### src/rtl/uart_irq_pkg.sv
package uart_irq_pkg;
   typedef enum logic [3:0] {
      SRC_MDM  = 4'h0,
      SRC_NONE = 4'h1,
      SRC_THRE = 4'h2,
      SRC_RXD  = 4'h4,
      SRC_LINE = 4'h6,
      SRC_TMO  = 4'hC
   } irq_src_e;

   localparam int IEN_BITS = 4;
   localparam int IEN_RXD  = 0;
   localparam int IEN_THRE = 1;
   localparam int IEN_LINE = 2;
   localparam int IEN_MDM  = 3;
endpackage

### src/rtl/uart_irq_ien_reg.sv
module uart_irq_ien_reg
   import uart_irq_pkg::*;
(
   input  logic                clk,
   input  logic                rst_n,
   input  logic                wr,
   input  logic [7:0]          wdata,
   output logic [IEN_BITS-1:0] ien_d,
   output logic [IEN_BITS-1:0] ien_r
);
   always_comb begin
      ien_d = ien_r;
      if (wr) ien_d = wdata[IEN_BITS-1:0];
   end

   always_ff @(posedge clk or negedge rst_n) begin
      if (!rst_n) ien_r <= '0;
      else        ien_r <= ien_d;
   end
endmodule

### src/rtl/uart_irq_thre_track.sv
module uart_irq_thre_track (
   input  logic clk,
   input  logic rst_n,
   input  logic ien_wr,
   input  logic en_old,
   input  logic en_new,
   input  logic thr_empty,
   input  logic thr_wr,
   input  logic txf_flush,
   input  logic iid_rd,
   input  logic shown_thre,
   output logic pend_d,
   output logic pend_r
);
   logic en_flip;
   assign en_flip = ien_wr && (en_old != en_new);

   always_comb begin
      pend_d = pend_r;
      if (txf_flush)                 pend_d = 1'b1;
      else if (thr_wr)               pend_d = 1'b0;
      else if (en_flip)              pend_d = en_new && thr_empty;
      else if (iid_rd && shown_thre) pend_d = 1'b0;
   end

   always_ff @(posedge clk or negedge rst_n) begin
      if (!rst_n) pend_r <= 1'b0;
      else        pend_r <= pend_d;
   end
endmodule

### src/rtl/uart_irq_prio.sv
module uart_irq_prio
   import uart_irq_pkg::*;
#(
   parameter int CNT_W         = 5,
   parameter bit TMO_NEEDS_RXD = 1'b1
) (
   input  logic [IEN_BITS-1:0] ien,
   input  logic                thre_pend,
   input  logic [4:0]          line_stat,
   input  logic [3:0]          mdm_delta,
   input  logic                fifo_on,
   input  logic [CNT_W-1:0]    rx_level,
   input  logic [CNT_W-1:0]    rx_trigger,
   input  logic                char_tmo,
   output irq_src_e            src
);
   logic act_line, act_tmo, act_rxd, act_thre, act_mdm, level_ok;

   assign act_line = ien[IEN_LINE] && (|line_stat[4:1]);
   assign level_ok = !fifo_on || (rx_level >= rx_trigger);
   assign act_rxd  = ien[IEN_RXD] && line_stat[0] && level_ok;
   assign act_thre = ien[IEN_THRE] && thre_pend;
   assign act_mdm  = ien[IEN_MDM] && (|mdm_delta);

   generate
      if (TMO_NEEDS_RXD) begin : g_tmo_gated
         assign act_tmo = char_tmo && ien[IEN_RXD];
      end else begin : g_tmo_free
         assign act_tmo = char_tmo;
      end
   endgenerate

   always_comb begin
      if (act_line)      src = SRC_LINE;
      else if (act_tmo)  src = SRC_TMO;
      else if (act_rxd)  src = SRC_RXD;
      else if (act_thre) src = SRC_THRE;
      else if (act_mdm)  src = SRC_MDM;
      else               src = SRC_NONE;
   end
endmodule

### src/rtl/uart_irq_ident.sv
module uart_irq_ident
   import uart_irq_pkg::*;
#(
   parameter int CNT_W         = 5,
   parameter bit TMO_NEEDS_RXD = 1'b1
) (
   input  logic             clk,
   input  logic             rst_n,
   input  logic             ien_wr,
   input  logic [7:0]       ien_wdata,
   input  logic             iid_rd,
   input  logic             thr_wr,
   input  logic             txf_flush,
   input  logic             thr_empty,
   input  logic [4:0]       line_stat,
   input  logic [3:0]       mdm_delta,
   input  logic             fifo_on,
   input  logic [CNT_W-1:0] rx_level,
   input  logic [CNT_W-1:0] rx_trigger,
   input  logic             char_tmo,
   output logic [7:0]       ien_q,
   output logic [7:0]       iid_q,
   output logic             irq
);
   localparam int PAD_W = 8 - IEN_BITS;

   generate
      if (CNT_W < 2 || CNT_W > 16) begin : g_bad_cnt
         $error("uart_irq_ident: CNT_W must lie in 2..16");
      end
   endgenerate

   logic [IEN_BITS-1:0] ien_d, ien_r;
   logic                pend_d, pend_r;
   logic                shown_thre;
   irq_src_e            src_d;

   uart_irq_ien_reg u_ien (
      .clk   (clk),
      .rst_n (rst_n),
      .wr    (ien_wr),
      .wdata (ien_wdata),
      .ien_d (ien_d),
      .ien_r (ien_r)
   );

   assign shown_thre = (iid_q[3:0] == SRC_THRE);

   uart_irq_thre_track u_thre (
      .clk        (clk),
      .rst_n      (rst_n),
      .ien_wr     (ien_wr),
      .en_old     (ien_r[IEN_THRE]),
      .en_new     (ien_d[IEN_THRE]),
      .thr_empty  (thr_empty),
      .thr_wr     (thr_wr),
      .txf_flush  (txf_flush),
      .iid_rd     (iid_rd),
      .shown_thre (shown_thre),
      .pend_d     (pend_d),
      .pend_r     (pend_r)
   );

   uart_irq_prio #(.CNT_W(CNT_W), .TMO_NEEDS_RXD(TMO_NEEDS_RXD)) u_prio (
      .ien        (ien_d),
      .thre_pend  (pend_d),
      .line_stat  (line_stat),
      .mdm_delta  (mdm_delta),
      .fifo_on    (fifo_on),
      .rx_level   (rx_level),
      .rx_trigger (rx_trigger),
      .char_tmo   (char_tmo),
      .src        (src_d)
   );

   always_ff @(posedge clk or negedge rst_n) begin
      if (!rst_n) begin
         iid_q <= {4'h0, SRC_NONE};
         irq   <= 1'b0;
      end else begin
         iid_q <= {{2{fifo_on}}, 2'b00, src_d};
         irq   <= (src_d != SRC_NONE);
      end
   end

   assign ien_q = {{PAD_W{1'b0}}, ien_r};
endmodule

### config.mk
export PLATFORM = sky130hd
export DESIGN_NAME = uart_irq_ident
export DESIGN_NICKNAME = d
export VERILOG_FILES = /design/src/rtl/uart_irq_pkg.sv /design/src/rtl/uart_irq_ien_reg.sv /design/src/rtl/uart_irq_thre_track.sv /design/src/rtl/uart_irq_prio.sv /design/src/rtl/uart_irq_ident.sv
export SDC_FILE = /design/constraint.sdc
export NUM_CORES = 1
export LEC_CHECK = 0
export ABC_AREA = 1
export BUFFER_PORTS_ARGS = -buffer_cell sky130_fd_sc_hd__buf_2
export CORE_MARGIN = 3
export CORE_UTILIZATION = 35
export CTS_BUF_LIST = sky130_fd_sc_hd__clkbuf_2 sky130_fd_sc_hd__clkbuf_4 sky130_fd_sc_hd__clkbuf_8
export DETAILED_ROUTE_END_ITERATION = 10
export PLACE_DENSITY = 0.77
export SLEW_MARGIN = 20
export SYNTH_ARGS = -nofsm -noshare
export SYNTH_HDL_FRONTEND = slang
export SYNTH_SLANG_ARGS = --single-unit
### constraint.sdc
create_clock -name clk -period 2.1 [get_ports clk]
set_input_delay 0 -clock clk [delete_from_list [all_inputs] [get_ports clk]]
set_output_delay 0 -clock clk [all_outputs]
set_load 0.05 [all_outputs]
==> impl_metrics.py, run 1 <==
metrics = {
    "clocking": {
        "cts_setup_buffers": 0,
        "numCtsBuffers": 3,
        "clk_path_buf_depth": 2,
        "cts_resized": 0,
        "cts_tree": "built",
        "clock_sinks": 11,
        "clkTransAtPathRegs_ns": 0.07,
        "root_buffer": "clkbuf_4",
        "htreeDepth": 1,
        "hold_buffers": 5,
        "clk-insertion-delay-late_ns": 0.26,
    },
    "hold_path": {
        "hold_path.class": "in -> reg",
    },
    "synthesis": {
        "synth_area_leaders": "dfrtp_1 35%, nand2_1 14%, inv_1 10%",
        "synth-edff-count": 0,
        "synth_top_area_share_pct": 35.4,
        "synth_area_um2": 707,
        "synth_cells": 95,
        "ys_top_cells_by_count": "26 x nand2_1, 19 x inv_1, 10 x dfrtp_1, 10 x nor2_1, 8 x buf_4",
        "synth.most_common_cell": "nand2_1",
        "yosys.cell_types.count": 15,
        "synth_area_leader_cell": "dfrtp_1",
        "avgSynthCellArea_um2": 7.44,
        "yosysSeqAreaShare_pct": 39.1,
        "synth_top_flop_cell": "dfrtp_1",
        "synth_warnings": 0,
        "async_reset_ff_share_pct": 100,
        "synth-seq-cells": 11,
    },
    "cells_and_area": {
        "nets": 185,
        "area_delta_synth_final_pct": 39.3,
        "n_antenna_cell": 0,
        "drive_gt1_share_pct": 36.4,
        "fillers": 181,
    },
    "floorplan": {
        "initial_core_util_pct": 38.8,
        "dieArea_um2": 2590,
        "io_pins": 53,
        "die_h_um": 50.9,
        "chipWidth_um": 50.9,
        "core_area_um2": 1820,
        "rows": 15,
    },
    "worst_setup_path": {
        "start_kind": "flop",
        "crit_chain": "inv_1 -> o21ai_2 -> nand3_1 -> nand2_1 -> nand2_1 -> nand2_2 -> nand2_1 -> o21ai_2",
        "cp_num_buf_inv": 1,
        "path_delay_family": "simple AND/OR/NAND/NOR gates",
        "cp_common_cell": "nand2_1",
        "cp.required_ns": 2.29,
        "cp-end-kind": "flop",
        "worstPathMaxFanout": 4,
        "worstSetupPathType": "reg -> reg",
        "critical_path_arrival_ns": 1.38,
        "slowest_stage": "dfrtp_1",
        "critPathMaxStageDelay_ns": 0.37,
    },
    "drt": {
        "post-route-drc-count": 0,
        "route.vias.total": 705,
        "drt_iter0_markers": 7,
        "finalWirelength_mm": 1.46,
        "dr.pass1.iters": 4,
        "wire_per_inst_um": 8.70,
        "antenna_left": 0,
        "vias_per_cell": 4.20,
    },
    "placement": {
        "port_buffers": 42,
        "post-dp-hpwl_mm": 1.25,
        "place.gp.congestion": 0.735,
        "place_ws_ns": 0.834,
    },
    "global_routing": {
        "grt_pass1_vias": 627,
        "grt_use_total_pct": 11.9,
        "antenna_found_initial": 0,
        "gr-total-overflow": 0,
        "grt_max_degree": 12,
        "grt_pass1_wl_mm": 2.37,
    },
    "outcome": {
        "status": "completed",
    },
    "run": {
        "maxCapViolCount": 0,
    },
    "sta": {
        "clock_skew_ns": 0.00348,
        "slew_viol_final": 0,
        "fin_crit_ns": 1.19,
        "period_share_pct": 56.7,
        "fin_ws_ns": 0.910,
        "rsz0062_at_grt": "no",
        "setup-violations-final": 0,
        "hold_violations": 0,
        "timing.fmax_mhz": 840,
        "fin_setup_tns_ns": 0,
    },
    "power": {
        "power.leakage_nw": 0.599,
        "power_density_nw_per_um2": 619,
        "ir_drop_mv": 0.299,
    },
}
worst reg2reg max path, stage by stage, from the launching register on:
cell and delay (ns):
dfrtp_1 0.37, inv_1 0.08, o21ai_2 0.19, nand3_1 0.09, nand2_1 0.08, nand2_1 0.06
nand2_2 0.07, nand2_1 0.08, o21ai_2 0.11
cells by family (layout without fill, tap and decap cells):
kind of cell / count (synthesis) / after routing / share of synthesized area [%]
simple gates: 43 / 43 / 24.4
compound gates: 6 / 6 / 5.31
mux: 2 / 2 / 3.19
fa+ha+maj: 5 / 5 / 8.85
other cells: 1 / 6 / 0.530
buf+inv: 27 / 70 / 18.6
flops: 11 / 11 / 39.1
stage by stage:
| stage | instances | hold slack (ns) | utilization (%) | instance area (µm²) | power, mW |
|---|---|---|---|---|---|
| floorplan | 100 | -0.296 | - | 726 | 0.416 |
| global placement | 159 | -0.128 | 49.8 | 907 | 0.464 |
| detailed placement | 159 | -0.124 | 49.8 | 907 | 0.471 |
| CTS | 168 | 0.000956 | 54.1 | 985 | 0.615 |
| global route | 168 | 0.00819 | 54.1 | 985 | 0.653 |
| finish | 168 | 0.00637 | 54.1 | 985 | 0.609 |
cells in the final DEF, fill, tap and decap left out:
cell           Yosys  final
nor2_1            10     10
clkbuf_4           0      3
nand4_1            1      1
dlygate4sd3_1      0      5
mux2_2             2      2
nand2_2            1      1
buf_2              0     42
nand3_1            5      5
o21ai_2            2      2
conb_1             1      6
nand2_1           26     26
a21oi_1            3      3
ha_1               5      5
inv_1             19     19
dfstp_2            1      1
dfrtp_1           10     10
o21ai_0            1      1
clkinv_2           0      1
where the power goes:
| part | total [mW] | internal (mW) | switching, mW |
|---|---|---|---|
| registers | 0.242 | 0.233 | 0.00912 |
| logic | 0.231 | 0.0707 | 0.160 |
| clock network | 0.136 | 0.0702 | 0.0662 |
| total | 0.609 | 0.374 | 0.235 |
layout make-up:
class	instances	area (µm²)	area share (%)
inverter	19	71.3	7.24
timing repair buffer	47	260	26.4
clock buffer	3	22.5	2.29
sequential	11	277	28.1
tap	25	31.3	3.18
clock inverter	1	5.00	0.508
multi-input combinational	62	318	32.3
per-layer routing:
metal | track usage (%) | wire (µm) | vias up
met5 | 0 | 0 | -
met4 | 2.69 | 0 | 0
met3 | 4.08 | 129 | 0
met2 | 23.0 | 753 | 29
met1 | 12.0 | 579 | 304
li1 | - | - | 372
final timing paths:
check,start,endpoint,slack [ns],cells past startpoint
worst max-delay path,u_ien.ien_r[1],iid_q[1],0.91,8
worst min-delay path,thr_wr,u_thre.pend_r,0.006,4
worst max register to register,u_ien.ien_r[1],iid_q[1],0.91,8
worst min register to register,u_ien.ien_r[3],u_ien.ien_r[3],0.53,1
max in group asynchronous,rst_n,iid_q[0],1.71,2
min in group asynchronous,rst_n,u_ien.ien_r[1],0.13,2
registers in the layout (all words and copies together) (netlist names):
signal and cells:
irq 1, u_thre.pend_r 1, u_ien.ien_r 4, iid_q 5
Note: power is estimated with default switching activity, not from simulation.
==> inputs of run 2 (changes only) <==
Clock period 2.1 ns to 1.19 ns, I/O delays scaled along.
==> impl_metrics.py, run 2 (synthesis gave the netlist of run 1 again) <==
metrics = {
    "cells_and_area": {
        "n_antenna_cell": 0,
        "area_delta_synth_final_pct": 45.5,
        "largest_register_ffs": 5,
        "largest-register": "iid_q",
        "stdcell_count": 171,
        "final_cell_mix": "42 x buf_2, 24 x nand2_1, 18 x inv_1",
        "drive_gt1_share_pct": 44.5,
        "final_common_cell": "buf_2",
        "final_area_um2": 1030,
        "reg.largest.list": "iid_q (5), u_ien.ien_r (4)",
        "nets": 188,
    },
    "sta": {
        "hold_violations": 0,
        "period_share_pct": 96.6,
        "slew_viol_final": 0,
        "rsz0062_at_grt": "yes",
        "timing.fmax_mhz": 870,
        "fin_crit_ns": 1.15,
        "setup-violations-final": 0,
        "fin_setup_tns_ns": 0,
        "clock_skew_ns": 0.00158,
    },
    "global_routing": {
        "antenna_found_initial": 0,
        "grt_max_degree": 12,
        "grt_use_total_pct": 13.0,
        "gr-total-overflow": 0,
        "grt_pass1_wl_mm": 2.49,
        "grt_pass1_vias": 681,
    },
    "worst_setup_path": {
        "critical_path_arrival_ns": 1.31,
        "start_kind": "flop",
        "worstSetupPathType": "reg -> reg",
        "cp-end-kind": "flop",
        "r2r_slack_ns": 0.04,
        "worstPathMaxFanout": 3,
        "cp.required_ns": 1.35,
    },
    "floorplan": {
        "initial_core_util_pct": 38.8,
        "dieArea_um2": 2590,
        "core_area_um2": 1820,
        "die_h_um": 50.9,
        "io_pins": 53,
        "chipWidth_um": 50.9,
        "rows": 15,
    },
    "outcome": {
        "status": "completed",
    },
    "power": {
        "power.leakage_nw": 0.606,
        "ir_drop_mv": 0.402,
        "finalPower_mw": 1.11,
        "power_density_nw_per_um2": 1080,
    },
    "clocking": {
        "clk_path_buf_depth": 2,
        "clkTransAtPathRegs_ns": 0.07,
        "htreeDepth": 1,
        "cts_tree": "built",
        "root_buffer": "clkbuf_4",
        "clock_sinks": 11,
        "clk-insertion-delay-late_ns": 0.27,
        "numCtsBuffers": 3,
    },
    "drt": {
        "vias_per_cell": 4.12,
        "route.vias.total": 705,
        "wire_per_inst_um": 8.98,
        "post-route-drc-count": 0,
        "drt_iter0_markers": 7,
        "finalWirelength_mm": 1.54,
        "dr.pass1.iters": 4,
        "antenna_left": 0,
    },
    "placement": {
        "place_inst": 160,
        "place_area_um2": 925,
        "place.gp.congestion": 0.712,
        "port_buffers": 42,
        "post-dp-hpwl_mm": 1.24,
    },
    "run": {
        "maxCapViolCount": 0,
    },
    "hold_path": {
        "hold_path.class": "in -> reg",
    },
}
==> run 2: cell count changes in the layout (fill, tap and decap cells not counted), sizes merged <==
| cell | previous run | this run |
|---|---|---|
| buf | 42 | 44 |
| dlygate4sd3 | 5 | 6 |
==> run 2: critical path: stages, from the launching register on <==
cell,delay [ns]
dfrtp_2,0.39
mux2_2,0.28
nand2_1,0.10
nand3_1,0.13
inv_1,0.08
nand2_1,0.05
==> run 2: routing by layer <==
layer	track usage, %	part of all wire [%]	vias up
li1	-	-	374
met4	6.73	1.5	0
met3	2.62	7.6	4
met2	26.0	52	34
met1	11.9	38	293
met5	0	0	-
==> run 2: stage by stage <==
step,setup WS (ns),hold slack [ns],util [%]
detailed placement,-0.0435,-0.123,50.8
floorplan,-0.0556,-0.296,-
global placement,0.0132,-0.125,50.8
CTS,0.0278,0.0000696,55.6
finish,0.0402,0.00412,56.5
global route,-0.0447,0.00676,56.5
==> run 2: cell type report <==
cell class / instances / area (µm²)
flip-flops and latches: 11 / 284
clock inverters: 1 / 5.00
repair buffers: 50 / 285
fillers: 184 / 792
inverters: 19 / 71.3
well taps: 25 / 31.3
multi-input cells: 62 / 329
clock buffers: 3 / 22.5
==> run 2: power by group <==
group	leakage [nW]	total (mW)	switching, mW	internal [mW]
Clock	0.0177	0.250	0.125	0.124
Combinational	0.469	0.425	0.288	0.138
Sequential	0.119	0.431	0.0167	0.414
==> run 2: repair_timing <==
action | in CTS | in global routing
buffers inserted | 0 | 1
hold buffers | 6 | 0
resized for setup | 1 | 4
hold endpoints to repair | 16 | 0
endpoints found under the setup margin | 1 | 3
==> run 2: path summary, 6_finish.rpt <==
kind / startpoint / endpoint / cells after the start
max: u_ien.ien_r[2] / irq / 5
min: line_stat[2] / iid_q[3] / 4
max reg2reg: u_ien.ien_r[2] / irq / 5
min reg2reg: u_ien.ien_r[3] / u_ien.ien_r[3] / 1
max in group asynchronous: rst_n / iid_q[0] / 2
min in group asynchronous: rst_n / u_ien.ien_r[1] / 2
==> inputs of run 3 (changes only) <==
Settings changed: BUFFER_PORTS_ARGS -buffer_cell sky130_fd_sc_hd__buf_2 to unset, DONT_BUFFER_PORTS set to 1, PLACE_DENSITY 0.77 to 0.55.
==> impl_metrics.py, run 3 (synthesis gave the netlist of run 1 again) <==
metrics = {
    "hold_path": {
        "min_to": "u_ien.ien_r[0]",
        "hold_path.class": "in -> reg",
        "hold_start": "ien_wr",
        "hold_depth": 2,
    },
    "floorplan": {
        "io_pins": 53,
        "die_h_um": 50.9,
        "core_area_um2": 1820,
        "initial_core_util_pct": 38.8,
        "dieArea_um2": 2590,
        "chipWidth_um": 50.9,
        "rows": 15,
    },
    "sta": {
        "whs_ns": -0.129,
        "period_share_pct": 95.2,
        "fin_setup_tns_ns": 0,
        "clock_skew_ns": 0.00392,
        "rsz0062_at_grt": "yes",
        "hold_violations": 6,
        "slew_viol_final": 0,
        "timing.fmax_mhz": 883,
        "setup-violations-final": 0,
        "fin_ws_ns": 0.0574,
        "fin_crit_ns": 1.13,
    },
    "outcome": {
        "violations": "hold timing",
        "status": "finished, violations left",
    },
    "worst_setup_path": {
        "worstPathMaxFanout": 3,
        "r2r_end": "irq",
        "r2r_start": "u_ien.ien_r[2]",
        "r2r_cells": 5,
        "r2r_slack_ns": 0.06,
        "start_kind": "flop",
        "cp-end-kind": "flop",
        "worstSetupPathType": "reg -> reg",
        "critical_path_arrival_ns": 1.29,
        "cp.required_ns": 1.35,
    },
    "cells_and_area": {
        "register_area_um2": 284,
        "reg.largest.list": "iid_q (5), u_ien.ien_r (4)",
        "area_delta_synth_final_pct": 40.9,
        "nets": 166,
        "drive_gt1_share_pct": 25.8,
        "final_cell_mix": "25 x nand2_1, 18 x inv_1, 16 x dlygate4sd3_1",
        "stdcell_count": 149,
        "final_area_um2": 996,
        "multi_input_area_um2": 329,
        "final_common_cell": "nand2_1",
        "largest-register": "iid_q",
        "n_antenna_cell": 0,
        "fillers": 175,
        "largest_register_ffs": 5,
    },
    "global_routing": {
        "grt_use_total_pct": 13.5,
        "gr-total-overflow": 0,
        "grt_pass1_wl_mm": 2.53,
        "antenna_found_initial": 0,
        "grt_max_degree": 12,
        "grt_pass1_vias": 626,
    },
    "drt": {
        "wire_per_inst_um": 10.5,
        "dr.pass1.iters": 4,
        "route.vias.total": 648,
        "finalWirelength_mm": 1.57,
        "vias_per_cell": 4.35,
        "post-route-drc-count": 0,
        "antenna_left": 0,
        "drt_iter0_markers": 3,
    },
    "clocking": {
        "hold_buffers": 16,
        "htreeDepth": 1,
        "cts_tree": "built",
        "clk_path_buf_depth": 2,
        "clk-insertion-delay-late_ns": 0.27,
        "clock_sinks": 11,
        "clkTransAtPathRegs_ns": 0.06,
        "numCtsBuffers": 3,
        "root_buffer": "clkbuf_4",
    },
    "placement": {
        "port_buffers": 0,
        "place.gp.congestion": 0.706,
        "place_area_um2": 774,
        "place_inst": 126,
        "place_ws_ns": 0.00362,
        "post-dp-hpwl_mm": 1.12,
    },
    "power": {
        "ir_drop_mv": 0.773,
        "finalPower_mw": 1.12,
        "power.leakage_nw": 0.535,
        "power_density_nw_per_um2": 1130,
    },
    "run": {
        "maxCapViolCount": 0,
    },
}
-- run 3: worst max-delay path by stage --
stage,from,end,slack [ns],cells past startpoint
3_3_place_gp,u_ien.ien_r[0],irq,0.03,6
6_report,u_ien.ien_r[2],irq,0.06,5
5_1_grt,u_ien.ien_r[1],irq,-0.06,9
3_5_place_dp,u_ien.ien_r[0],irq,0.004,6
2_1_floorplan,iid_q[0],iid_q[1],-0.06,8
4_1_cts,u_ien.ien_r[2],irq,0.04,5
-- run 3: final cells by class --
cell class,count,share of cell area [%]
tap,25,3.14
inverter,19,7.16
sequential,11,28.5
timing repair buffer,28,25.1
multi-input combinational,62,33.0
clock buffer,4,3.02
-- run 3: where the power goes --
group	total (mW)	internal [mW]	leakage [nW]	switching [mW]
clock network	0.275	0.153	0.0184	0.123
logic	0.406	0.141	0.398	0.265
registers	0.443	0.414	0.119	0.0287
-- run 3: layer usage --
metal  global-route usage (%)  routed length [µm]
met2                     23.8                 787
met1                     14.0                 589
met5                        0                   0
met3                     6.41                 170
met4                     4.04                  21
-- run 3: repair_timing --
action                                  CTS  global route
endpoints found under the hold margin    22             5
pin swaps                                 1             1
setup buffers                             1             2
endpoints found under the setup margin    3             3
resized for setup                         1             3
-- run 3: per-stage QoR --
stage,hold WS (ns),utilization (%)
final,-0.129,54.7
after global routing,-0.133,54.7
after CTS,-0.116,53.4
after detailed placement,-0.295,42.5
after global placement,-0.295,42.5
after floorplan,-0.296,-
-- run 3: worst max-delay path: stages, from the launching register on --
cell	delay, ns
dfrtp_2	0.41
mux2_2	0.29
nand2_1	0.12
nand3_2	0.10
inv_1	0.06
nand2_1	0.05
